## src/rtl/sdsched_pkg.sv

```systemverilog
package sdsched_pkg;

    typedef enum logic [2:0] {
        CMD_NOP = 3'd0,
        CMD_PRE = 3'd1,
        CMD_ACT = 3'd2,
        CMD_RD  = 3'd3,
        CMD_WR  = 3'd4,
        CMD_BST = 3'd5
    } cmd_e;

endpackage

```

## src/rtl/sdsched_bank.sv

```systemverilog
module sdsched_bank #(
    parameter int ROW_W = 13,
    parameter int T_RP  = 2,
    parameter int T_RCD = 2
) (
    input  logic             clk,
    input  logic             rst_n,
    input  logic             do_pre,
    input  logic             do_act,
    input  logic             do_col,
    input  logic [ROW_W-1:0] act_row,
    output logic             is_open,
    output logic             row_known,
    output logic [ROW_W-1:0] open_row,
    output logic             rp_done,
    output logic             rcd_done
);

    localparam int RPW  = $clog2(T_RP + 1);
    localparam int RCDW = $clog2(T_RCD + 1);

    typedef struct packed {
        logic             open;
        logic             known;
        logic [ROW_W-1:0] row;
        logic [RPW-1:0]   rp_cnt;
        logic [RCDW-1:0]  rcd_cnt;
    } bank_st_t;

    bank_st_t st_d, st_q;

    always_comb begin
        st_d = st_q;
        if (st_q.rp_cnt != '0)
            st_d.rp_cnt = st_q.rp_cnt - 1'b1;
        if (st_q.rcd_cnt != '0)
            st_d.rcd_cnt = st_q.rcd_cnt - 1'b1;
        if (do_pre) begin
            st_d.open   = 1'b0;
            st_d.known  = 1'b0;
            st_d.rp_cnt = RPW'(T_RP - 1);
        end else if (do_act) begin
            st_d.open    = 1'b1;
            st_d.known   = 1'b1;
            st_d.row     = act_row;
            st_d.rcd_cnt = RCDW'(T_RCD - 1);
        end
    end

    always_ff @(posedge clk) begin
        if (!rst_n) begin
            st_q.open    <= 1'b1;
            st_q.known   <= 1'b0;
            st_q.row     <= '0;
            st_q.rp_cnt  <= '0;
            st_q.rcd_cnt <= '0;
        end else begin
            st_q <= st_d;
        end
    end

    assign is_open   = st_q.open;
    assign row_known = st_q.known;
    assign open_row  = st_q.row;
    assign rp_done   = (st_q.rp_cnt == '0);
    assign rcd_done  = (st_q.rcd_cnt == '0);

    AST_ACT_AFTER_RP: assert property (@(posedge clk) disable iff (!rst_n) do_act |-> (!st_q.open && st_q.rp_cnt == '0));
    AST_COL_AFTER_RCD: assert property (@(posedge clk) disable iff (!rst_n) do_col |-> (st_q.open && st_q.known && st_q.rcd_cnt == '0));
    AST_ONE_BANK_OP: assert property (@(posedge clk) disable iff (!rst_n) $countones({do_pre, do_act, do_col}) <= 1);

endmodule

```

## src/rtl/sdsched_rdbeat.sv

```systemverilog
module sdsched_rdbeat #(
    parameter int BURST = 2
) (
    input  logic clk,
    input  logic rst_n,
    input  logic cas3,
    input  logic rd_issue,
    output logic beat
);

    localparam int CW = $clog2(BURST + 1);

    typedef struct packed {
        logic [1:0]    pipe;
        logic [CW-1:0] cnt;
    } beat_st_t;

    beat_st_t st_d, st_q;
    logic     arrive;

    always_comb begin
        st_d      = st_q;
        arrive    = cas3 ? st_q.pipe[1] : st_q.pipe[0];
        st_d.pipe = {st_q.pipe[0], rd_issue};
        if (arrive)
            st_d.cnt = CW'(BURST);
        else if (st_q.cnt != '0)
            st_d.cnt = st_q.cnt - 1'b1;
    end

    always_ff @(posedge clk) begin
        if (!rst_n) begin
            st_q <= '0;
        end else begin
            st_q <= st_d;
        end
    end

    assign beat = (st_q.cnt != '0);

    AST_BEAT_NEEDS_READ: assert property (@(posedge clk) disable iff (!rst_n) $rose(beat) |-> $past(st_q.pipe != 2'b00));

endmodule

```

## src/rtl/sdsched_top.sv

```systemverilog
module sdsched_top
    import sdsched_pkg::*;
#(
    parameter int NPORT = 4,
    parameter int NBANK = 4,
    parameter int ROW_W = 13,
    parameter int COL_W = 10,
    parameter int T_RP  = 2,
    parameter int T_RCD = 2,
    parameter int BURST = 2,
    localparam int PW   = $clog2(NPORT),
    localparam int BA_W = $clog2(NBANK),
    localparam int AW   = (ROW_W > COL_W) ? ROW_W : COL_W
) (
    input  logic                   clk,
    input  logic                   rst_n,
    input  logic                   cas3,
    input  logic [NPORT-1:0]       req_vld,
    input  logic [NPORT*BA_W-1:0]  req_bank,
    input  logic [NPORT*ROW_W-1:0] req_row,
    input  logic [NPORT*COL_W-1:0] req_col,
    input  logic [NPORT-1:0]       req_wr,
    output logic [NPORT-1:0]       req_rdy,
    output cmd_e                   cmd,
    output logic [BA_W-1:0]        cmd_bank,
    output logic [AW-1:0]          cmd_addr,
    output logic                   gnt_vld,
    output logic [PW-1:0]          gnt_port,
    output logic                   rdata_beat
);

    localparam int CLW = $clog2(BURST + 1);
    localparam int BW  = $clog2(BURST + 4);

    typedef struct packed {
        logic [PW-1:0]   rr;
        logic [CLW-1:0]  col_left;
        logic [BW-1:0]   bus;
        logic [BA_W-1:0] last_bank;
    } sch_st_t;

    sch_st_t st_d, st_q;

    logic [NBANK-1:0] is_open, row_known, rp_done, rcd_done;
    logic [NBANK-1:0] do_pre, do_act, do_col, bank_hit;
    logic [ROW_W-1:0] open_row [NBANK];
    logic [ROW_W-1:0] act_row;
    logic [BA_W-1:0]  pb   [NPORT];
    logic [ROW_W-1:0] prow [NPORT];
    logic [COL_W-1:0] pcol [NPORT];
    logic [NPORT-1:0] hit;
    logic             rd_issue;

    // per-bank row and timer state
    for (genvar gb = 0; gb < NBANK; gb++) begin : g_bank
        sdsched_bank #(.ROW_W(ROW_W), .T_RP(T_RP), .T_RCD(T_RCD)) i_bank (
            .clk      (clk),
            .rst_n    (rst_n),
            .do_pre   (do_pre[gb]),
            .do_act   (do_act[gb]),
            .do_col   (do_col[gb]),
            .act_row  (act_row),
            .is_open  (is_open[gb]),
            .row_known(row_known[gb]),
            .open_row (open_row[gb]),
            .rp_done  (rp_done[gb]),
            .rcd_done (rcd_done[gb])
        );
    end

    sdsched_rdbeat #(.BURST(BURST)) i_rdbeat (
        .clk     (clk),
        .rst_n   (rst_n),
        .cas3    (cas3),
        .rd_issue(rd_issue),
        .beat    (rdata_beat)
    );

    // request decode and row-hit detection
    always_comb begin
        bank_hit = '0;
        for (int p = 0; p < NPORT; p++) begin
            pb[p]   = req_bank[p*BA_W +: BA_W];
            prow[p] = req_row[p*ROW_W +: ROW_W];
            pcol[p] = req_col[p*COL_W +: COL_W];
            hit[p]  = req_vld[p] && is_open[pb[p]] && row_known[pb[p]]
                      && (open_row[pb[p]] == prow[p]);
            if (hit[p])
                bank_hit[pb[p]] = 1'b1;
        end
    end

    // command selection
    always_comb begin
        logic [PW-1:0]   idx, col_p, act_p, pre_p;
        logic [BA_W-1:0] b;
        logic            col_found, act_found, pre_found, bank_busy;
        logic [BW-1:0]   cl_v;

        st_d     = st_q;
        cmd      = CMD_NOP;
        cmd_bank = '0;
        cmd_addr = '0;
        req_rdy  = '0;
        gnt_vld  = 1'b0;
        gnt_port = '0;
        do_pre   = '0;
        do_act   = '0;
        do_col   = '0;
        act_row  = '0;
        rd_issue = 1'b0;
        col_found = 1'b0; act_found = 1'b0; pre_found = 1'b0;
        col_p = '0; act_p = '0; pre_p = '0;
        cl_v  = cas3 ? BW'(3) : BW'(2);

        if (st_q.col_left != '0) st_d.col_left = st_q.col_left - 1'b1;
        if (st_q.bus != '0)      st_d.bus      = st_q.bus - 1'b1;

        for (int k = 0; k < NPORT; k++) begin
            idx = PW'((int'(st_q.rr) + k) % NPORT);
            b   = pb[idx];
            bank_busy = (b == st_q.last_bank) && (st_q.col_left != '0 || st_q.bus != '0);
            if (!col_found && hit[idx] && rcd_done[b] && st_q.col_left <= CLW'(1)
                && (!req_wr[idx] || st_q.bus == '0)) begin
                col_found = 1'b1;
                col_p     = idx;
            end
            if (!act_found && req_vld[idx] && !is_open[b] && rp_done[b]) begin
                act_found = 1'b1;
                act_p     = idx;
            end
            if (!pre_found && req_vld[idx] && is_open[b] && !bank_hit[b] && !bank_busy) begin
                pre_found = 1'b1;
                pre_p     = idx;
            end
        end

        if (col_found) begin
            cmd              = req_wr[col_p] ? CMD_WR : CMD_RD;
            cmd_bank         = pb[col_p];
            cmd_addr         = AW'(pcol[col_p]);
            req_rdy[col_p]   = 1'b1;
            gnt_vld          = 1'b1;
            gnt_port         = col_p;
            do_col[pb[col_p]] = 1'b1;
            rd_issue         = !req_wr[col_p];
            st_d.col_left    = CLW'(BURST);
            st_d.bus         = req_wr[col_p] ? BW'(BURST - 1) : BW'(BURST - 1) + cl_v;
            st_d.last_bank   = pb[col_p];
            st_d.rr          = col_p + PW'(1);
        end else if (st_q.col_left == CLW'(1)) begin
            cmd      = CMD_BST;
            cmd_bank = st_q.last_bank;
        end else if (act_found) begin
            cmd               = CMD_ACT;
            cmd_bank          = pb[act_p];
            cmd_addr          = AW'(prow[act_p]);
            act_row           = prow[act_p];
            do_act[pb[act_p]] = 1'b1;
        end else if (pre_found) begin
            cmd               = CMD_PRE;
            cmd_bank          = pb[pre_p];
            do_pre[pb[pre_p]] = 1'b1;
        end
    end

    always_ff @(posedge clk) begin
        if (!rst_n) begin
            st_q <= '0;
        end else begin
            st_q <= st_d;
        end
    end

    AST_RDY_ONEHOT: assert property (@(posedge clk) disable iff (!rst_n) $onehot0(req_rdy));
    AST_RDY_WITH_COL: assert property (@(posedge clk) disable iff (!rst_n) (|req_rdy) |-> ((cmd == CMD_RD || cmd == CMD_WR) && req_vld[gnt_port] && cmd_bank == pb[gnt_port]));
    AST_PRE_SPARES_HIT: assert property (@(posedge clk) disable iff (!rst_n) (cmd == CMD_PRE) |-> !bank_hit[cmd_bank]);
    AST_COL_ON_OPEN_ROW: assert property (@(posedge clk) disable iff (!rst_n) (cmd == CMD_RD || cmd == CMD_WR) |-> (is_open[cmd_bank] && open_row[cmd_bank] == prow[gnt_port]));

endmodule

```

## config.mk

```make
export PLATFORM = sky130hd
export DESIGN_NAME = sdsched_top
export DESIGN_NICKNAME = d
export VERILOG_FILES = /design/src/rtl/sdsched_pkg.sv /design/src/rtl/sdsched_bank.sv /design/src/rtl/sdsched_rdbeat.sv /design/src/rtl/sdsched_top.sv
export SDC_FILE = /design/constraint.sdc
export NUM_CORES = 1
export LEC_CHECK = 0
export CAP_MARGIN = 20
export CORE_MARGIN = 2
export CORE_UTILIZATION = 47
export DETAILED_ROUTE_END_ITERATION = 12
export PLACE_DENSITY = 0.7
export REMOVE_ABC_BUFFERS = 1
export SYNTH_ARGS = -nofsm -noshare
export SYNTH_HDL_FRONTEND = slang
export SYNTH_SLANG_ARGS = --single-unit
```

## constraint.sdc

```tcl
create_clock -name clk -period 7 [get_ports clk]
set_input_delay 0.7 -clock clk [delete_from_list [all_inputs] [get_ports clk]]
set_output_delay 0.7 -clock clk [all_outputs]
set_load 0.03 [all_outputs]
```

==> results.md <==
* Status: finished, final reports clean
* Die H at 144 µm
* Synth top area share at 19.4%
* Number of global-route vias before repair at 8043
* Setup bufs post-CTS at 0
* Async S/R FF share, synth at 0%
* Pwr per Cell Area at 252 nW/µm²
* Row cnt at 51
* Fmax at about 150 MHz
* Area of the multi-input gates at 6820 µm²
* Antenna violations before repair at 0
* CTS Root Cell: clkbuf_16
* Final period util at 94.6%
* CTS buffer count at 9
* Worst hold start: g_bank[3].i_bank.st_q[0]
* Number of synthesized register bits at just under 90
* I/O Buffers at 136
* Total Wirelength at 28000 µm
* Crit path capture type: output pin
* Routability cong. at 0.953
* Number of fill cells at 1732
* Congestion Overflow GR at 0
* IO Pins at 137
* Syn Inst Count at slightly below 1000
* Die X at 144 µm
* Post-synthesis sequential area ratio at 19.4%
* Iteration-0 DRC Markers at 661
* Reg clk slew, reported paths at around 0.08 ns
* CP top delay family: buffers and inverters
* Clk sinks at 89
* Global-route wire length before repair at 44600 µm
* Layout cells sized above 1 at 20.2%
* Worst Reg-to-Reg Cells at 10
* Register Area at 1780 µm²
* Placeable Area at 19300 µm²
* DRT antenna net count at 0
* Post-DP HPWL at 20500 µm
* Syn_area_per_cell at 9.28 µm²
* Critical path arrival at 5.92 ns
* Synth Cell Area at 9200 µm²
* Total track usage at 28.0%
* CP max FO at 16
* WL/cell at 20.5 µm
* Synth Flop Type: dfxtp_1
* Leak at ~4.0 nW
* CP max stage delay at 1.03 ns
* Worst r2r src: st_q[7]
* Diode count at 0
* Met2 usage at 45.1%
* Yosys warns at 0
* Setup Viol. Count Final at 0
* Area grow syn2layout at 19.4%
* Worst Max-Slew Pin Slew at roughly 1 ns
* H-tree depth at 3
* CP max-delay cell: clkdlybuf4s50_1
* Remaining DRCs at 0
* Skew final at between 0.01 and 0.015 ns
* Most used cell, CP: nor4_1
* Startpoint types: input pin
* Slew HR at 34.5%
* Final hold vios at 0
* Max-slew violation count at 0
* Pre-CTS setup slack at between 0.4 and 0.5 ns
* Synth area leaders: dfxtp_1 (19%), mux4_2 (17%), mux2i_1 (9.4%), xnor2_1 (5.0%), nand2_1 (4.1%)
* Die Area at approximately 21000 µm²
* Kind of critical path: in -> out
* Nets@finish at 1215
* Hold WC Path Type: reg -> reg
* CP bufs+invs at 3
* Hold Path Sink: g_bank[3].i_bank.st_q[1]
* Crit path cell chain: clkdlybuf4s50_1 > buf_4 > mux4_2 > xnor2_1 > nand4_4 > nor4_1 > nor4_1 > mux2i_1 > o22ai_2 > nor4_1 > a221oi_2 > o211a_1 > mux2i_1 > a21oi_1 > nand2_1 > buf_12
* M1 GR Usage at 37.6%
* Cell variety after synth at 81
* Final worst slack at 0.377 ns
* Total vias in the final route at around 8300
* R2R Path End: g_bank[3].i_bank.is_open
* Maximum vdd drop at about 160 µV
* # Max-Cap Violations at 0
* Largest net degree at the start of global routing at 57
* Worst-case clock buffer depth at 2
* Number of synthesized flops with an enable pin at 0
* CTS tree: done
* Hold depth at 2
* CTS Hold Buffers Added at 0
* Post-layout util at 56.8%
* Cells resized by post-CTS repair at 0
* Vias per cell at 6.11
* Largest area contributor in the netlist: dfxtp_1
* Drt first pass iters at 5
* Post-layout min period at 6.62 ns
* Reg2Reg Setup Slack at around 1.6 ns
* RSZ-0062 raised after global routing: false
* Latest clock arrival within the worst-skew pair at 0.36 ns
* Top Usage Layer GRT: met2
* GR Layer Usage met3 at approximately 5.3%
* Initial Util at between 40% and 50%
* Critical Path RT at about 6.3 ns
[cells by family after synthesis]
family	synth area share (%)
compound gates	11.9
mux	32.7
simple gates	21.4
fa+ha+maj	1.36
buf+inv	6.68
xor+xnor	6.60
flops	19.4
[where the power goes]
part	internal [W]	switching [W]	leakage [nW]	total [W]
Clock	0.000252	0.000245	0.144	0.000497
Combinational	0.000720	0.000907	3.18	0.00163
Sequential	0.000572	0.0000652	0.721	0.000637
Total	0.00154	0.00122	4.05	0.00276
[stage by stage]
stage | instances | cell area, µm² | power [W] | setup TNS [ns] | hold WS, ns
floorplan | 912 | 8670 | 0.00167 | -5.83 | 0.424
global placement | 1348 | 10700 | 0.00224 | 0 | 0.432
detailed placement | 1348 | 10700 | 0.00226 | 0 | 0.439
CTS | 1364 | 11000 | 0.00276 | 0 | 0.446
global route | 1364 | 11000 | 0.00292 | 0 | 0.451
finish | 1364 | 11000 | 0.00276 | 0 | 0.441
[sequential cells by signal (all words and copies together), names as in the netlist]
register                 count
g_bank.i_bank.open_row      52
g_bank.i_bank.st_q          16
st_q                         9
g_bank.i_bank.is_open        4
g_bank.i_bank.row_known      4
i_rdbeat.st_q                3
i_rdbeat.st_d                1
[routing by layer]
| metal | vias up | part of all wire, % | wire length (µm) |
|---|---|---|---|
| li1 | 3873 | - | - |
| met1 | 3966 | 42 | 11800 |
| met2 | 435 | 47 | 13100 |
| met3 | 66 | 8.1 | 2260 |
| met4 | 0 | 3.0 | 833 |
| met5 | - | 0 | 0 |
[layout make-up]
class	instances	area share [%]
Clock buffer	9	2.05
Clock inverter	7	0.707
Inverter	25	0.855
Multi-Input combinational cell	798	62.1
Sequential cell	89	16.2
Tap cell	265	3.02
Timing Repair Buffer	171	15.1
[cells in the final DEF, fill, tap and decap left out, types with 33 or more instances in the layout]
cell type,instances
mux4_2,68
clkdlybuf4s50_1,118
mux2_2,33
dfxtp_1,89
xnor2_1,53
nor2_1,94
a21oi_1,60
buf_4,47
mux2i_1,86
nand2_1,101
[Yosys cell counts (5+ instances only)]
cell type,instances
a211oi_1,5
a21oi_1,60
a22oi_1,5
a31oi_1,9
and2_1,14
buf_2,22
buf_4,17
buf_6,9
clkbuf_1,23
dfxtp_1,89
ha_1,10
inv_1,24
mux2_2,33
mux2i_1,86
mux2i_2,5
mux4_1,6
mux4_2,68
nand2_1,101
nand2b_1,12
nand3_1,18
nand4_1,17
nand4_2,9
nor2_1,94
nor2b_1,23
nor3_1,5
nor4_1,21
o211a_1,5
o21a_1,6
o21ai_0,20
o21bai_1,8
o22ai_1,8
or2_0,5
xnor2_1,53
xnor2_2,5
xor2_1,7
[worst register-to-register path, delay by kind of cell, from the launching register on]
family / cells / cell delay (ns)
DFF: 1 / 0.84
and+or+nand+nor: 5 / 2.63
muxes: 2 / 1.20
AOI/OAI and AO/OA: 1 / 0.22
buffers and inverters: 2 / 0.45
[worst max path at each step]
stage                      startpoint                       endpoint  cells past startpoint
final                     req_bank[0]                    cmd_bank[0]                     16
after global routing      req_bank[0]                    cmd_bank[0]                     16
after CTS                 req_bank[0]                    cmd_bank[0]                     16
after detailed placement  req_bank[0]                    cmd_addr[3]                     15
after global placement    req_bank[0]                    cmd_addr[3]                     15
after floorplan               st_q[7]  g_bank[2].i_bank.open_row[12]                     12
(Power assumes the default switching activity.)
